## config.mk

```make
export PLATFORM = sky130hd
export DESIGN_NAME = dc_bus_arbiter
export DESIGN_NICKNAME = d
export VERILOG_FILES = /design/src/rtl/dc_pkg.sv /design/src/rtl/dc_grant_src.sv /design/src/rtl/dc_chain_cell.sv /design/src/rtl/dc_bus_arbiter.sv
export SDC_FILE = /design/constraint.sdc
export NUM_CORES = 1
export LEC_CHECK = 0
export ABC_AREA = 1
export CAP_MARGIN = 20
export CORE_AREA = 2 2 39 41
export DETAILED_ROUTE_END_ITERATION = 16
export DIE_AREA = 0 0 41 43
export GPL_TIMING_DRIVEN = 0
export PLACE_DENSITY = 0.55
export SYNTH_ARGS = -nofsm -noshare
export SYNTH_HDL_FRONTEND = slang
export SYNTH_SLANG_ARGS = --single-unit
```

## constraint.sdc

```tcl
create_clock -name clk -period 0.8 [get_ports clk]
set_input_delay 0.16 -clock clk [delete_from_list [all_inputs] [get_ports clk]]
set_output_delay 0.16 -clock clk [all_outputs]
set_load 0.005 [all_outputs]
```

## src/rtl/dc_pkg.sv

```systemverilog
package dc_pkg;
    parameter int unsigned DC_NUM_DEV_DEFAULT = 4;

    typedef enum logic {
        CELL_IDLE = 1'b0,
        CELL_OWNS = 1'b1
    } cell_state_e;

    typedef struct packed {
        logic want;
        logic release_pulse;
    } cell_in_t;

    function automatic logic cell_blocks(input cell_in_t ci, input cell_state_e st);
        return ci.want || (st == CELL_OWNS);
    endfunction
endpackage

```

## src/rtl/dc_grant_src.sv

```systemverilog
module dc_grant_src (
    input  logic clk,
    input  logic rst,
    input  logic req_any,
    output logic grant
);
    logic grant_q;

    always_ff @(posedge clk) begin
        if (rst) grant_q <= 1'b0;
        else     grant_q <= req_any;
    end

    assign grant = grant_q;

    p_grant_rise_r2: assert property (@(posedge clk) disable iff (rst)
        req_any |=> grant);
    p_grant_fall_r2: assert property (@(posedge clk) disable iff (rst)
        !req_any |=> !grant);
endmodule

```

## src/rtl/dc_chain_cell.sv

```systemverilog
module dc_chain_cell
    import dc_pkg::*;
(
    input  logic clk,
    input  logic rst,
    input  logic req_in,
    input  logic done,
    input  logic grant_in,
    input  logic bus_busy,
    output logic grant_out,
    output logic owner,
    output logic bus_req
);
    cell_in_t    cin;
    cell_state_e st_q, st_d;

    assign cin.want          = req_in;
    assign cin.release_pulse = done;

    always_comb begin
        st_d = st_q;
        unique case (st_q)
            CELL_OWNS: if (cin.release_pulse) st_d = CELL_IDLE;
            CELL_IDLE: if (grant_in && cin.want && !bus_busy) st_d = CELL_OWNS;
            default:   st_d = CELL_IDLE;
        endcase
    end

    always_ff @(posedge clk) begin
        if (rst) st_q <= CELL_IDLE;
        else     st_q <= st_d;
    end

    assign owner     = (st_q == CELL_OWNS);
    assign bus_req   = cell_blocks(cin, st_q);
    assign grant_out = grant_in && !cell_blocks(cin, st_q);

    p_keep_owner_r6: assert property (@(posedge clk) disable iff (rst)
        (owner && !done) |=> owner);
    p_release_r7: assert property (@(posedge clk) disable iff (rst)
        (owner && done) |=> !owner);
    p_no_steal_r8: assert property (@(posedge clk) disable iff (rst)
        (!owner && bus_busy) |=> !owner);
endmodule

```

## src/rtl/dc_bus_arbiter.sv

```systemverilog
module dc_bus_arbiter
    import dc_pkg::*;
#(
    parameter int unsigned N_DEV = DC_NUM_DEV_DEFAULT
) (
    input  logic             clk,
    input  logic             rst,
    input  logic [N_DEV-1:0] req_in,
    input  logic [N_DEV-1:0] done,
    output logic [N_DEV-1:0] owner,
    output logic             bus_grant,
    output logic             chain_end
);
    localparam int unsigned CHAIN_W = N_DEV + 1;

    logic [CHAIN_W-1:0] chain;
    logic [N_DEV-1:0]   dev_req;
    logic [N_DEV-1:0]   own_vec;
    logic               busy;
    logic               req_any;
    logic               grant;

    assign busy    = |own_vec;
    assign req_any = |dev_req;

    dc_grant_src u_src (
        .clk     (clk),
        .rst     (rst),
        .req_any (req_any),
        .grant   (grant)
    );

    assign chain[0] = grant;

    for (genvar g = 0; g < N_DEV; g++) begin : g_cell
        dc_chain_cell u_cell (
            .clk       (clk),
            .rst       (rst),
            .req_in    (req_in[g]),
            .done      (done[g]),
            .grant_in  (chain[g]),
            .bus_busy  (busy),
            .grant_out (chain[g+1]),
            .owner     (own_vec[g]),
            .bus_req   (dev_req[g])
        );
    end

    assign owner     = own_vec;
    assign bus_grant = grant;
    assign chain_end = chain[N_DEV];

    p_one_owner_r5: assert property (@(posedge clk) disable iff (rst)
        $onehot0(owner));
    p_win_needs_grant_r4: assert property (@(posedge clk) disable iff (rst)
        ((owner != '0) && ($past(owner) == '0)) |-> $past(bus_grant));
endmodule

```

==> impl_results.md <==
- Fillers: 145
- RSZ-0062 raised after global routing: yes
- Critical Path End Type: output port
- Worst setup margin: -469.1 ps
- CTS tree: done
- Failing checks: setup timing
- Yosys warns: 0
- Vias in the first global route: 324
- Register-to-Register Path Depth: 7
- I/O Buffers: 15
- HPWL after DPL: 538.5 um
- Syn Inst Count: 45
- Seq/Total Area, Yosys: 0.3509
- Core ar.: 0.001384 mm^2
- Hold Fails Final Rpt: 0
- Number of synthesized register bits: 5
- Pwr Density: 1253 mW/mm^2
- Final Max Slew Viols: 0
- Antenna violations before repair: 0
- Clock share of power: 0.400
- Clock-pin slew on the worst setup and hold paths: 50 ps
- Setup Viol. Count Final: 11
- Post-route clock period utilization: 1.586
- GRT overflow: 0
- Drt total wl: 848 um
- Switching fraction of total power: 0.2654
- Clock Skew: 6.906 ps
- Die height: 43 um
- VDD IR-drop max: 613.5 uV
- Average size of a mapped cell: 6.339 um^2
- Worst Path Max Fanout: 2
- # IOs: 16
- CTS Buf Count: 3
- Vias per cell: 4.144
- Net switching power figure: 207.6 uW
- Hold path start: req_in[0]
- Maximum achievable frequency: 788.0 MHz
- Final min period: 1269 ps
- Worst skew pair latency: 250 ps
- Worst min-delay path category: in -> reg
- Area grow syn2layout: 118.9%
- Max Cap Viol: 0
- # hold bufs at CTS: 0
- Sequence of cells on the critical path: clkdlybuf4s50_1 -> nor2_1 -> nand2_2 -> nor3b_2 -> buf_2
- Startpoint types: primary input
- Slowest stage delay, CP: 420 ps
- Crit path kind: in -> out
- Clk sinks: 5
- Critical path arrival: 1110 ps
- Internal Power: 574.7 uW
- Synth area leader: dfxtp_1
- Largest net degree at the start of global routing: 6
- Leak: 0.2944 nW
- Reg-to-reg endpoint: g_cell[2].u_cell.owner$_SDFF_PP0_
- Commonest non-fill, non-tap cell in the layout: buf_6
- Rel. slew slack: 0.8307
- Synth unique cells: 11
- First-pass GRT wire length: 1.221 mm
- Final ANT Viol Nets: 0
- Logic pwr share: 0.255
- DR iter-0 viols: 2
- Row cnt: 14
- DP Worst Slack: -916.3 ps
- Die footprint: 0.001763 mm^2
- CP Data Required Time: 640 ps
- Deepest clock path buffer count: 2
- Sequential fraction of design power: 0.345
- Status: finished with violations
- Worst reg2reg path startpoint: g_cell[0].u_cell.owner$_SDFF_PP0_
- Area share of the largest cell type after synthesis: 0.3509
- Fin Hold WS: 375.1 ps
- H-tree Lvls: 1
- Post-Syn Area: 285.3 um^2
- Power consumption: 782.3 uW
- Commonest cells after routing, fill and taps aside: 13 x buf_6, 10 x nand2_1, 7 x clkdlybuf4s50_1
- Post-Synthesis Net Count: 55
- Die Wd: 41 um
- Vias: 373
- Hold Path Sink: g_cell[0].u_cell.owner$_SDFF_PP0_
- Tightest Pin Transition: 253.2 ps
- Post-route setup TNS: -2947 ps
- Initial Util: 0.2061
- Share of layout cells above drive strength 1: 0.5270
- Wire length per cell: 9.422 um
- DRC: 0
- Antenna diodes: 0
- Gp weighted congestion: 0.7498
- Worst reg2reg setup slack: -320 ps
- Largest cells by area after synthesis: dfxtp_1 35%, nand2_1 14%, buf_4 11%
- All-Layer GR Usage: 0.1071
- Clock root buffer: clkbuf_4
- Final net count: 85
- Drt pass-1 iters: 5
- Hold path cells: 3
- Slowest CP cell: clkdlybuf4s50_1
sequential cells by signal, summed over array words and instances (netlist names):
register and count:
g_cell.u_cell.owner 4, u_src.grant 1
logic make-up (layout without fill, tap and decap cells):
| kind of cell | Yosys count | count (layout) | synth area share |
|---|---|---|---|
| simple gates | 25 | 25 | 0.3816 |
| buf+inv | 11 | 40 | 0.1974 |
| flops | 5 | 5 | 0.3509 |
| compound gates | 4 | 4 | 0.07018 |
worst max-delay path: cells and delay by family:
| kind | cells | cell delay (ps) |
|---|---|---|
| simple gates | 3 | 400 |
| buf+inv | 2 | 550 |
per-layer routing:
| layer | global-route usage | share of wire | vias up |
|---|---|---|---|
| met5 | 0 | 0 | - |
| met4 | 0.1200 | 0.052 | 0 |
| met3 | 0.01571 | 0.045 | 6 |
| met2 | 0.1438 | 0.48 | 15 |
| met1 | 0.1274 | 0.42 | 162 |
| li1 | - | - | 190 |
worst max path at each step:
| stage | startpoint | to | cells after the start |
|---|---|---|---|
| after floorplan | g_cell[0].u_cell.owner$_SDFF_PP0_ | chain_end | 3 |
| after global placement | req_in[0] | chain_end | 5 |
| after detailed placement | req_in[0] | chain_end | 5 |
| after CTS | g_cell[0].u_cell.owner$_SDFF_PP0_ | chain_end | 4 |
| after global routing | req_in[3] | chain_end | 5 |
| final | req_in[3] | chain_end | 5 |
power by group through the flow:
stage | clock network [mW] | logic (mW) | registers [mW]
finish | 0.313 | 0.199 | 0.270
global route | 0.339 | 0.215 | 0.271
CTS | 0.317 | 0.182 | 0.268
detailed placement | 0 | 0.139 | 0.276
floorplan | 0 | 0.0591 | 0.274
global placement | 0 | 0.137 | 0.276
layout make-up:
class / instances / area (um^2) / share of cell area
flip-flops and latches: 5 / 106.4 / 0.1703
well taps: 16 / 20.02 / 0.03206
clock buffers: 4 / 26.28 / 0.04208
repair buffers: 25 / 240.2 / 0.3848
inverters: 7 / 26.28 / 0.04208
multi-input cells: 29 / 163.9 / 0.2625
plain buffers: 4 / 41.29 / 0.06613
cells in the mapped netlist:
cell type  instances
a21oi_1            4
buf_4              4
dfxtp_1            5
inv_1              7
nand2_1           11
nand3_1            1
nand4_1            1
nor2_1             8
nor2_2             2
nor3b_1            1
or2_2              1
per-stage QoR:
stage,cell area [um^2],instances,utilization
global placement,461.7,76,0.3336
global route,624.3,90,0.4512
finish,624.3,90,0.4512
floorplan,291.5,45,-
CTS,584.3,89,0.4222
detailed placement,461.7,76,0.3336
what timing repair did:
action,4_1_cts,5_1_grt
buffers inserted,16,1
pin swaps,12,8
resized for setup,43,9
endpoints found under the setup margin,10,11
Note: power is estimated with default switching activity, not from simulation.
